==> src/rtl/evt_pair_pkg.sv <==
package evt_pair_pkg;
  localparam int BYTE_W  = 8;
  localparam int WORD_W  = 2 * BYTE_W;
  localparam int FRAME_W = 2 * (BYTE_W + 2);

  typedef logic [WORD_W-1:0]  evt_word_t;
  typedef logic [FRAME_W-1:0] evt_frame_t;

  // Two 8N1 bytes, low byte first; index 0 is the first bit on the line.
  function automatic evt_frame_t pack_frame(input evt_word_t w);
    return {1'b1, w[WORD_W-1:BYTE_W], 1'b0, 1'b1, w[BYTE_W-1:0], 1'b0};
  endfunction
endpackage

==> src/rtl/evt_word_fmt.sv <==
module evt_word_fmt
  import evt_pair_pkg::*;
(
  input  logic [BYTE_W-1:0] chr_data,
  input  logic              chr_parity,
  input  logic              chr_start_smp,
  input  logic              chr_err,
  input  logic              rstev_level,
  output evt_word_t         chr_word,
  output evt_word_t         rst_word
);
  // Character message: kind=0, level field fixed at 1, three reserved zeros.
  assign chr_word = {1'b0, 1'b1, 3'b000, chr_err, chr_start_smp, chr_parity, chr_data};
  // Reset-line message: kind=1, new level, remaining bits cleared.
  assign rst_word = {1'b1, rstev_level, {(WORD_W-2){1'b0}}};
endmodule

==> src/rtl/evt_pair_sched.sv <==
module evt_pair_sched
  import evt_pair_pkg::*;
(
  input  logic      clk,
  input  logic      rst,
  input  logic      chr_valid,
  input  evt_word_t chr_word,
  input  logic      rstev_valid,
  input  evt_word_t rst_word,
  input  logic      busy,
  input  logic      done,
  output logic      load,
  output evt_word_t load_word,
  output logic      ready
);
  logic      pend_v;
  evt_word_t pend_word;
  logic      take_chr, take_rst, drain;

  assign ready    = !busy && !pend_v;
  assign take_chr = ready && chr_valid;
  assign take_rst = ready && rstev_valid;
  assign drain    = done && pend_v;

  assign load      = take_chr || take_rst || drain;
  assign load_word = drain ? pend_word : (take_rst ? rst_word : chr_word);

  always_ff @(posedge clk) begin
    if (rst) begin
      pend_v    <= 1'b0;
      pend_word <= '0;
    end else if (drain) begin
      pend_v    <= 1'b0;
    end else if (take_chr && take_rst) begin
      pend_v    <= 1'b1;
      pend_word <= chr_word;
    end
  end

  // A queued message always waits behind a frame in flight.
  p_pend_behind_busy_r8: assert property (@(posedge clk) disable iff (rst)
    pend_v |-> busy);
  // When the frame ends with a message queued, the next one starts at once.
  p_pend_chained_r8: assert property (@(posedge clk) disable iff (rst)
    (done && pend_v) |=> (busy && !pend_v));
endmodule

==> src/rtl/evt_frame_tx.sv <==
module evt_frame_tx
  import evt_pair_pkg::*;
#(
  parameter int BAUD_DIV = 4
) (
  input  logic      clk,
  input  logic      rst,
  input  logic      load,
  input  evt_word_t load_word,
  output logic      busy,
  output logic      done,
  output logic      tx
);
  localparam int DIV_W = (BAUD_DIV > 1) ? $clog2(BAUD_DIV) : 1;
  localparam int BIT_W = $clog2(FRAME_W);
  localparam logic [DIV_W-1:0] DIV_LAST = DIV_W'(BAUD_DIV - 1);
  localparam logic [BIT_W-1:0] BIT_LAST = BIT_W'(FRAME_W - 1);

  evt_frame_t       sh_q;
  logic [DIV_W-1:0] div_q;
  logic [BIT_W-1:0] bit_q;
  logic             busy_q, tx_q;
  evt_frame_t       frame_in;

  assign frame_in = pack_frame(load_word);
  assign busy     = busy_q;
  assign tx       = tx_q;
  assign done     = busy_q && (div_q == DIV_LAST) && (bit_q == BIT_LAST);

  always_ff @(posedge clk) begin
    if (rst) begin
      sh_q   <= '0;
      div_q  <= '0;
      bit_q  <= '0;
      busy_q <= 1'b0;
      tx_q   <= 1'b1;
    end else if (load) begin
      sh_q   <= frame_in;
      tx_q   <= frame_in[0];
      div_q  <= '0;
      bit_q  <= '0;
      busy_q <= 1'b1;
    end else if (busy_q) begin
      if (div_q == DIV_LAST) begin
        div_q <= '0;
        if (bit_q == BIT_LAST) begin
          busy_q <= 1'b0;
          tx_q   <= 1'b1;
        end else begin
          bit_q <= bit_q + 1'b1;
          sh_q  <= sh_q >> 1;
          tx_q  <= sh_q[1];
        end
      end else begin
        div_q <= div_q + 1'b1;
      end
    end
  end

  // A new frame may only be loaded into an idle or just-finishing shifter.
  p_load_when_free_r7: assert property (@(posedge clk) disable iff (rst)
    load |-> (!busy_q || done));
  // A started frame is never cut short.
  p_frame_atomic_r4: assert property (@(posedge clk) disable iff (rst)
    (busy_q && !done) |=> busy_q);
  // The line rests high when nothing is shifting.
  p_idle_high_r9: assert property (@(posedge clk) disable iff (rst)
    !busy_q |-> tx_q);
endmodule

==> src/rtl/evt_pair_uart_tx.sv <==
module evt_pair_uart_tx
  import evt_pair_pkg::*;
#(
  parameter int BAUD_DIV = 4
) (
  input  logic              clk,
  input  logic              rst,
  input  logic              chr_valid,
  input  logic [BYTE_W-1:0] chr_data,
  input  logic              chr_parity,
  input  logic              chr_start_smp,
  input  logic              chr_err,
  input  logic              rstev_valid,
  input  logic              rstev_level,
  output logic              ready,
  output logic              tx
);
  evt_word_t chr_word, rst_word, load_word;
  logic      load, busy, done;

  evt_word_fmt u_fmt (
    .chr_data      (chr_data),
    .chr_parity    (chr_parity),
    .chr_start_smp (chr_start_smp),
    .chr_err       (chr_err),
    .rstev_level   (rstev_level),
    .chr_word      (chr_word),
    .rst_word      (rst_word)
  );

  evt_pair_sched u_sched (
    .clk         (clk),
    .rst         (rst),
    .chr_valid   (chr_valid),
    .chr_word    (chr_word),
    .rstev_valid (rstev_valid),
    .rst_word    (rst_word),
    .busy        (busy),
    .done        (done),
    .load        (load),
    .load_word   (load_word),
    .ready       (ready)
  );

  evt_frame_tx #(.BAUD_DIV(BAUD_DIV)) u_tx (
    .clk       (clk),
    .rst       (rst),
    .load      (load),
    .load_word (load_word),
    .busy      (busy),
    .done      (done),
    .tx        (tx)
  );

  // Shifting and accepting never overlap.
  p_busy_blocks_ready_r6: assert property (@(posedge clk) disable iff (rst)
    busy |-> !ready);
endmodule

==> config.mk <==
export PLATFORM = sky130hd
export DESIGN_NAME = evt_pair_uart_tx
export DESIGN_NICKNAME = d
export VERILOG_FILES = /design/src/rtl/evt_pair_pkg.sv /design/src/rtl/evt_word_fmt.sv /design/src/rtl/evt_pair_sched.sv /design/src/rtl/evt_frame_tx.sv /design/src/rtl/evt_pair_uart_tx.sv
export SDC_FILE = /design/constraint.sdc
export NUM_CORES = 1
export LEC_CHECK = 0
export BUFFER_PORTS_ARGS = -buffer_cell sky130_fd_sc_hd__buf_2
export CORE_ASPECT_RATIO = 0.6
export CORE_MARGIN = 3
export CORE_UTILIZATION = 51
export DETAILED_ROUTE_END_ITERATION = 10
export PLACE_DENSITY = 0.73
export SKIP_CTS_REPAIR_TIMING = 1
export SYNTH_ARGS = -nofsm -noshare
export SYNTH_HDL_FRONTEND = slang
export SYNTH_SLANG_ARGS = --single-unit
==> constraint.sdc <==
create_clock -name clk -period 1.6 [get_ports clk]
set_input_delay 0.32 -clock clk [delete_from_list [all_inputs] [get_ports clk]]
set_output_delay 0.32 -clock clk [all_outputs]
set_load 0.02 [all_outputs]
# Word-level counts from Yosys, hierarchy flattened
# Index checks and enable logic that the tools add are counted.
[op_classes]
n_addsub = 2
eq_ne = 3
muxes = 15
bitwise_logic = 2
n_reduce_logical = 19
[op_table]
columns = ["cell", "n"]
rows = [
  ["2-to-1 mux 20 bit", 4],
  ["2-to-1 mux 16 bit", 2],
  ["2-to-1 mux 1 bit", 8],
  ["logical AND 1 bit", 7],
  ["AND reduction 3 bit", 2],
  ["adder 5 x 1 -> 5 bit, second input constant", 1],
  ["equality test 5 bit, second input constant", 1],
  ["AND reduction 2 bit", 2],
  ["nonzero test 2 bit", 2],
  ["OR reduction 2 bit", 2],
  ["adder 2 x 1 -> 2 bit, second input constant", 1],
  ["equality test 2 bit, second input constant", 1],
  ["zero test 1 bit", 2],
  ["logical OR 1 bit", 2],
  ["2-to-1 mux 2 bit", 1],
  ["inequality test 2 bit, second input constant", 1],
  ["inverter 1 bit", 2],
]
[word_totals]
ff_bits = 42
out_inout_bits = 2
elab_cells = 49

# Longest topological paths before layout
# Gate-level depths: netlist of the first run.
[depth]
ltp_word = 7
ltp_mapped = 8
ltp_nobuf = 5

# Cells and area by module
# From an unflattened synthesis of the first run, not the netlist that was laid out.
[hier_totals]
cells_unflattened = 343
hier_area_um2 = 2937.8
[by_module_without_submodules]
columns = ["mod", "instances", "cells_each", "area_each_um2", "seq_area_each_um2"]
rows = [
  ["evt_pair_sched", 1, 156, 1411.4, 340.3],
  ["evt_frame_tx", 1, 153, 1278.7, 560.5],
  ["evt_word_fmt", 1, 34, 247.7, 0.0],
]

# Worst setup path after synthesis of the first run
# OpenSTA, ideal clock, no wires.
[synth_path]
path_type = "register to register"
from = "register u_tx.div_q[0]"
to = "register u_tx.sh_q[17]"
setup_ps = 127
arrival_ps = 1448
required_ps = 1473
path_slack_ps = 25
path_stages_with_launch = 8
path_buffers = 2
period_less_slack_ps = 1575
cell_sequence = "dfxtp_1 > ha_1 > and2_1 > clkbuf_1 > nand3_1 > buf_2 > o221ai_1 > o22ai_1"
[synth_between]
elab_chain_cells = 7
elab_cells_between_ends = 11
[synth_lines]
columns = ["item", "line", "source"]
rows = [
  ["start, declared", "evt_frame_tx.sv:20", "logic [DIV_W-1:0] div_q;"],
  ["start signal, assigned", "evt_frame_tx.sv:55", "div_q <= div_q + 1'b1;"],
  ["equality test 2 bit *", "evt_frame_tx.sv:28, evt_frame_tx.sv:44", ""],
  ["logical AND 1 bit (2 in series)", "evt_frame_tx.sv:28", "assign done = busy_q && (div_q == DIV_LAST) && (bit_q == BIT_LAST);"],
  ["logical AND 1 bit", "evt_pair_sched.sv:23", "assign drain = done && pend_v;"],
  ["logical OR 1 bit", "evt_pair_sched.sv:25", "assign load = take_chr || take_rst || drain;"],
  ["inequality test 2 bit (no source line) or nonzero test 2 bit (tied branches)", "-", ""],
  ["AND reduction 3 bit (no source line)", "-", ""],
  ["end signal, assigned", "evt_frame_tx.sv:38", "sh_q <= frame_in;"],
  ["end signal, assigned", "evt_frame_tx.sv:51", "sh_q <= sh_q >> 1;"],
  ["end, declared", "evt_frame_tx.sv:19", "evt_frame_t sh_q;"],
]
# Every way passes the cells marked *; elsewhere a longest branch is shown, timed or not.
# A chain may end at the register's enable or synchronous reset.

# Worst setup path after layout of the first run
[layout_path]
from = "register u_tx.bit_q[1]"
to = "register u_tx.sh_q[11]"
[layout_between]
elab_chain_cells = 6
elab_cells_between_ends = 10
[layout_lines]
columns = ["item", "line", "source"]
rows = [
  ["start, declared", "evt_frame_tx.sv:21", "logic [BIT_W-1:0] bit_q;"],
  ["start signal, assigned", "evt_frame_tx.sv:50", "bit_q <= bit_q + 1'b1;"],
  ["equality test 5 bit *", "evt_frame_tx.sv:28, evt_frame_tx.sv:46", ""],
  ["logical AND 1 bit", "evt_frame_tx.sv:28", ""],
  ["logical AND 1 bit", "evt_pair_sched.sv:23", ""],
  ["logical OR 1 bit", "evt_pair_sched.sv:25", ""],
  ["inequality test 2 bit (no source line) or nonzero test 2 bit (tied branches)", "-", ""],
  ["AND reduction 3 bit (no source line)", "-", ""],
]
# Marks and branches as above.

==> summary.txt, run 1 <==
Synth
  • Synth area leaders: dfxtp_1 43%, a21oi_1 8.6%, nand2_1 7.8%
  • Top cells by count, synth: 41 x dfxtp_1, 40 x nand2_1, 33 x a21oi_1
  • Number of synthesized register bits: 41
  • Sequential fraction of the synthesis area: 42.7%
  • Post-synth top area share: 42.7%
  • Yosys top cell by area: dfxtp_1
  • Main synth FF type: dfxtp_1
  • Synth Warn #: 0
  • Synth unique cells: 32
  • EDFF count, synth: 0
  • Synth Instances: 232
  • Syn avg cell area: 8.28 um2
  • Synth Cell Area: 1920 um2
  • Synthesized Nets: 250
  • Top-count cell post-synth: dfxtp_1
  • Asr flop ratio synth: 0%

Global route
  • Grt ovf: 0
  • Largest net degree at the start of global routing: 27
  • Initial antenna violation count: 0
  • First-pass GRT wire length: 7590 um
  • Gr usage total: 21.8%
  • Vias in the first global route: 1,622

Critical path
  • CP cell instances: ha_4, and4bb_4, nor2_4, clkbuf_16, mux2i_1, a2111oi_2
  • CP max stage cell: dfxtp_2
  • Crit Path Max Fanout: 6
  • Setup CP Type: reg -> reg
  • R2R depth: 6
  • Setup crit end kind: flop
  • Worst path required time: 1.80 ns
  • Arr. time, crit path: 1.77 ns
  • CP Launch Type: flop
  • Worst path max stage delay: 0.34 ns

Route
  • 1st-pass router iterations: 4
  • DR vias: 1,775
  • WL final: 4620 um
  • DR WL/cell: 14.7 um
  • Routed Antenna Nets: 0
  • Initial drt markers: 110
  • Vias per cell: 5.65
  • Drc violations: 0

Floorplanning
  • Die W: 85.2 um
  • DIE AREA: 4560 um2
  • Row Count: 16
  • Initial Util: 56.1%
  • Die height: 53.5 um
  • IO Pins: 18
  • Area of the core: 3420 um2

STA
  • Final worst-path cycle share: 97.9%
  • Slew headroom: 77.0%
  • Fin Clk Skew: 0.00495 ns
  • Hold Vio Cnt, Final: 0
  • Max-slew violation count: 0
  • Max Freq: 0.638 GHz
  • Final setup fails: 0
  • Slew @ Worst Pin: 0.345 ns
  • Final worst-path setup slack: 0.0338 ns
  • Unrepaired setup endpoints after global routing: true
  • Fin crit period: 1.57 ns

Finish
  • Area growth, synth to finish: 26.5%
  • Layout cells sized above 1: 29.4%
  • Antenna diode count: 0
  • Non-Filler Instances: 314
  • Nets: 286
  • Fillers: 269

Pwr
  • Max rail drop VDD: 0.575 mV
  • Sequential Power Share: 47.5%
  • Clk pwr share: 36.5%
  • Power Internal: 1.77 mW
  • Switching power: 0.624 mW
  • Pwr/cell area: 985 nW/um2
  • Comb pwr share: 16.0%
  • Switching Share: 26.1%
  • Static Leak: 0.961 nW

Placement
  • Gpl congestion: 0.792
  • PortBufs: 17
  • Placed insts: 299
  • Dpl ws: -0.0757 ns
  • Hpwl dp: 3090 um

Clocking
  • Htree depth: 2
  • Clk slew on worst S/H paths: 0.08 ns
  • Clock buffer depth: 2
  • CTS tree: done
  • TritonCTS Buffers: 5
  • Worst-Skew Late Latency: 0.30 ns
  • Clk sinks: 41
  • Root Buffer: clkbuf_8

Worst hold path
  • Hold path cells: 3
  • HP Class: in -> reg

Status
  • Status: finished clean

Job
  • Maximum Capacitance Violations: 0
[layer usage]
layer | track usage (%) | up-vias | share of wire [%]
li1 | - | 866 | -
met1 | 29.2 | 831 | 47
met2 | 34.5 | 66 | 43
met3 | 5.05 | 12 | 8.2
met4 | 8.68 | 0 | 2.1
met5 | 0 | - | 0
[worst max-delay path, delay by kind of cell, from the launching register on]
family          cells  cell delay, ns
fa+ha+maj           1            0.17
simple gates        2            0.38
buf+inv             1            0.19
compound gates      1            0.30
flops               1            0.34
mux                 1            0.09
[power groups by stage]
stage	Clock (mW)	Combinational, mW	Sequential, mW
after floorplan	0	0.248	1.14
after global placement	0	0.344	1.15
after detailed placement	0	0.351	1.15
after CTS	0.879	0.356	1.13
after global routing	0.929	0.420	1.14
final	0.874	0.383	1.14
[cell usage in the layout (no fill, tap or decap), types with 2 or more instances in the layout]
cell,netlist,routed
nand4_1,2,2
inv_1,15,15
buf_2,4,17
o22ai_1,5,5
a21oi_1,33,33
buf_12,1,3
mux2i_2,0,4
nand3_1,7,6
o221ai_1,3,3
dfxtp_1,41,39
xor2_1,3,3
mux2i_1,11,7
a2111oi_2,8,9
nor2_1,31,31
clkbuf_8,0,6
buf_4,1,22
nand2_1,40,39
dfxtp_2,0,2
ha_4,0,2
[registers in the layout, indices dropped and copies added (netlist names)]
name,cells
u_tx.sh_q,19
u_sched.pend_word,12
u_tx.bit_q,5
u_tx.div_q,2
u_sched.pend_v,1
u_tx.busy,1
u_tx.tx,1
[cells by family after synthesis]
kind of cell	after synthesis	share of synthesized area (%)
adder cells (fa/ha/maj)	2	1.30
AND/OR/NAND/NOR	87	19.6
multiplexers	11	5.73
XOR/XNOR	4	1.82
flip-flops	41	42.7
AO/OA/AOI/OAI	55	20.5
buffers and inverters	32	8.34
[final timing paths]
path / start / end / slack [ns]
setup / recovery: u_tx.bit_q[1] / u_tx.sh_q[11] / 0.03
hold / removal: chr_err / u_sched.pend_word[10] / 0.26
setup reg to reg: u_tx.bit_q[1] / u_tx.sh_q[11] / 0.03
hold reg to reg: u_tx.sh_q[15] / u_tx.sh_q[14] / 0.45
[layout make-up]
type | instances | area [um2] | area share, %
clock inverters | 1 | 30.0 | 1.24
repair buffers | 44 | 347 | 14.3
well taps | 45 | 56.3 | 2.32
flip-flops and latches | 41 | 823 | 33.9
inverters | 16 | 60.1 | 2.47
clock buffers | 7 | 86.3 | 3.55
multi-input cells | 160 | 1030 | 42.3
[metrics by stage]
step                power (mW)  hold slack (ns)  area [um2]  util, %  TNS, ns
CTS                       2.36            0.260        2270     66.4   -0.627
global route              2.49            0.267        2430     71.0   -0.158
detailed placement        1.50            0.444        2160     63.0   -0.282
global placement          1.49            0.439        2160     63.0        0
finish                    2.39            0.260        2430     71.0        0
floorplan                 1.39            0.428        1920        -        0
Power figures use the tool's default switching activity.
==> run 2, diff against run 1 <==
CELL_PAD_IN_SITES_DETAIL_PLACEMENT = 2   (was not set)
CELL_PAD_IN_SITES_GLOBAL_PLACEMENT = 2   (was not set)
CORE_MARGIN = 2   (was 3)
CORE_UTILIZATION = 31   (was 51)
PLACE_DENSITY = not set   (was 0.73)
PLACE_DENSITY_LB_ADDON = 0.1   (was not set)
==> run 2 against run 1 <==
Hold slack about the same. Clock-buffer cell count is the same. Combinational power is 10% higher. Fmax fell by 0.39%. First-iteration DRC count is 38% lower. Clock skew up 0.00093 ns. Clock power shrank 18%.
==> summary.txt, run 2 (same netlist as run 1, synthesis figures left out) <==
Placement
  • Gpl congestion: 0.699
  • Hpwl dp: 4190 um
  • PortBufs: 17
  • Placed insts: 343
  • Area after DPL: 2240 um2

Finish
  • Commonest cells after routing, fill and taps aside: 40 x nand2_1, 36 x dfxtp_1, 33 x a21oi_1
  • Area growth, synth to finish: 30.9%
  • Final Util: 41.5%
  • Antenna diode count: 0
  • Largest register by flop count: u_tx.sh_q
  • Non-Filler Instances: 356
  • Fillers: 699
  • Max reg flops: 19
  • Top Registers: u_tx.sh_q x19, u_sched.pend_word x12, u_tx.bit_q x5
  • Layout cells sized above 1: 30.1%
  • Commonest non-fill, non-tap cell in the layout: nand2_1
  • Cell area after layout: 2510 um2
  • Nets: 290

Worst hold path
  • HP Class: in -> reg
  • Worst Hold Launch: chr_data[5]
  • Hold path cells: 3
  • Worst Hold Path EP: u_sched.pend_word[5]

Critical path
  • Reg-to-reg critical path endpoint: u_tx.sh_q[13]
  • Crit Path Max Fanout: 7
  • Worst path required time: 1.80 ns
  • R2R setup slack: 0.03 ns
  • Arr. time, crit path: 1.77 ns
  • Setup crit end kind: flop
  • R2R depth: 6
  • CP Launch Type: flop
  • Worst r2r src: u_tx.bit_q[0]
  • Setup CP Type: reg -> reg

STA
  • Final worst-path cycle share: 98.3%
  • Hold Vio Cnt, Final: 0
  • Max-slew violation count: 0
  • Fin Clk Skew: 0.00588 ns
  • Slew headroom: 73.0%
  • Fin crit period: 1.57 ns
  • Final setup fails: 0
  • Unrepaired setup endpoints after global routing: true
  • Max Freq: 0.636 GHz
  • Slew @ Worst Pin: 0.405 ns
  • Final TNS setup: 0 ns

Job
  • Maximum Capacitance Violations: 0

Clocking
  • Clk slew on worst S/H paths: 0.08 ns
  • Root Buffer: clkbuf_8
  • CTS tree: done
  • Htree depth: 2
  • Clk sinks: 41
  • Worst-Skew Late Latency: 0.30 ns
  • Clock buffer depth: 2
  • TritonCTS Buffers: 5

Pwr
  • Static Leak: 0.961 nW
  • Power consumption: 2.28 mW
  • Max rail drop VDD: 0.490 mV
  • Pwr/cell area: 909 nW/um2

Route
  • Drc violations: 0
  • Initial drt markers: 68
  • Routed Antenna Nets: 0
  • 1st-pass router iterations: 4
  • Vias per cell: 4.89
  • DR vias: 1,742
  • WL final: 6020 um
  • DR WL/cell: 16.9 um

Global route
  • Largest net degree at the start of global routing: 27
  • Gr usage total: 18.1%
  • Vias in the first global route: 1,818
  • Initial antenna violation count: 0
  • First-pass GRT wire length: 9560 um
  • Grt ovf: 0

Floorplanning
  • IO Pins: 18
  • Die W: 106 um
  • Initial Util: 31.7%
  • Row Count: 22
  • Die height: 65.0 um
  • Area of the core: 6060 um2
  • DIE AREA: 6860 um2

Status
  • Status: finished clean
[run 2: per-stage QoR]
stage	hold slack [ns]	setup WS, ns
after global routing	0.266	-0.0344
after detailed placement	0.449	-0.0724
after CTS	0.254	-0.105
after global placement	0.441	0.00347
final	0.260	0.0276
after floorplan	0.428	0.0254
[run 2: cell type report]
type	count	area [um2]	area share, %
multi-input combinational	160	1070	42.7
clock buffer	7	86.3	3.43
inverter	16	60.1	2.39
timing repair buffer	48	362	14.4
sequential	41	827	32.9
tap	84	105	4.18
[run 2: worst max-delay path by stage]
stage / cells after the start / from / endpoint / slack, ns
4_1_cts: 4 / u_sched.pend_v / ready / -0.11
3_3_place_gp: 6 / u_tx.bit_q[0] / u_tx.bit_q[1] / 0.003
6_report: 6 / u_tx.bit_q[0] / u_tx.sh_q[13] / 0.03
5_1_grt: 6 / u_tx.bit_q[0] / u_tx.sh_q[13] / -0.03
3_5_place_dp: 6 / u_tx.bit_q[0] / u_tx.sh_q[12] / -0.07
2_1_floorplan: 7 / u_tx.div_q[0] / u_tx.sh_q[17] / 0.03
[run 2: worst max-delay path, cell delays in order (launching register included)]
cell and delay [ns]:
dfxtp_2 0.36, ha_4 0.16, and4bb_4 0.28, nor2_4 0.06, buf_12 0.14, mux2i_4 0.18, a2111oi_4 0.28
[run 2: report_power, final]
| part | total [mW] | internal (mW) | switching, mW | leakage, nW |
|---|---|---|---|---|
| clock network | 0.721 | 0.343 | 0.378 | 0.0443 |
| registers | 1.14 | 1.09 | 0.0487 | 0.338 |
| logic | 0.423 | 0.184 | 0.239 | 0.579 |
| total | 2.28 | 1.62 | 0.666 | 0.961 |
[run 2: metal layers]
metal | vias to the layer above | global-route usage, % | routed length (um)
met5 | - | 0 | 0
li1 | 866 | - | -
met1 | 858 | 27.0 | 3390
met2 | 13 | 26.4 | 2440
met3 | 5 | 4.53 | 145
met4 | 0 | 3.45 | 35
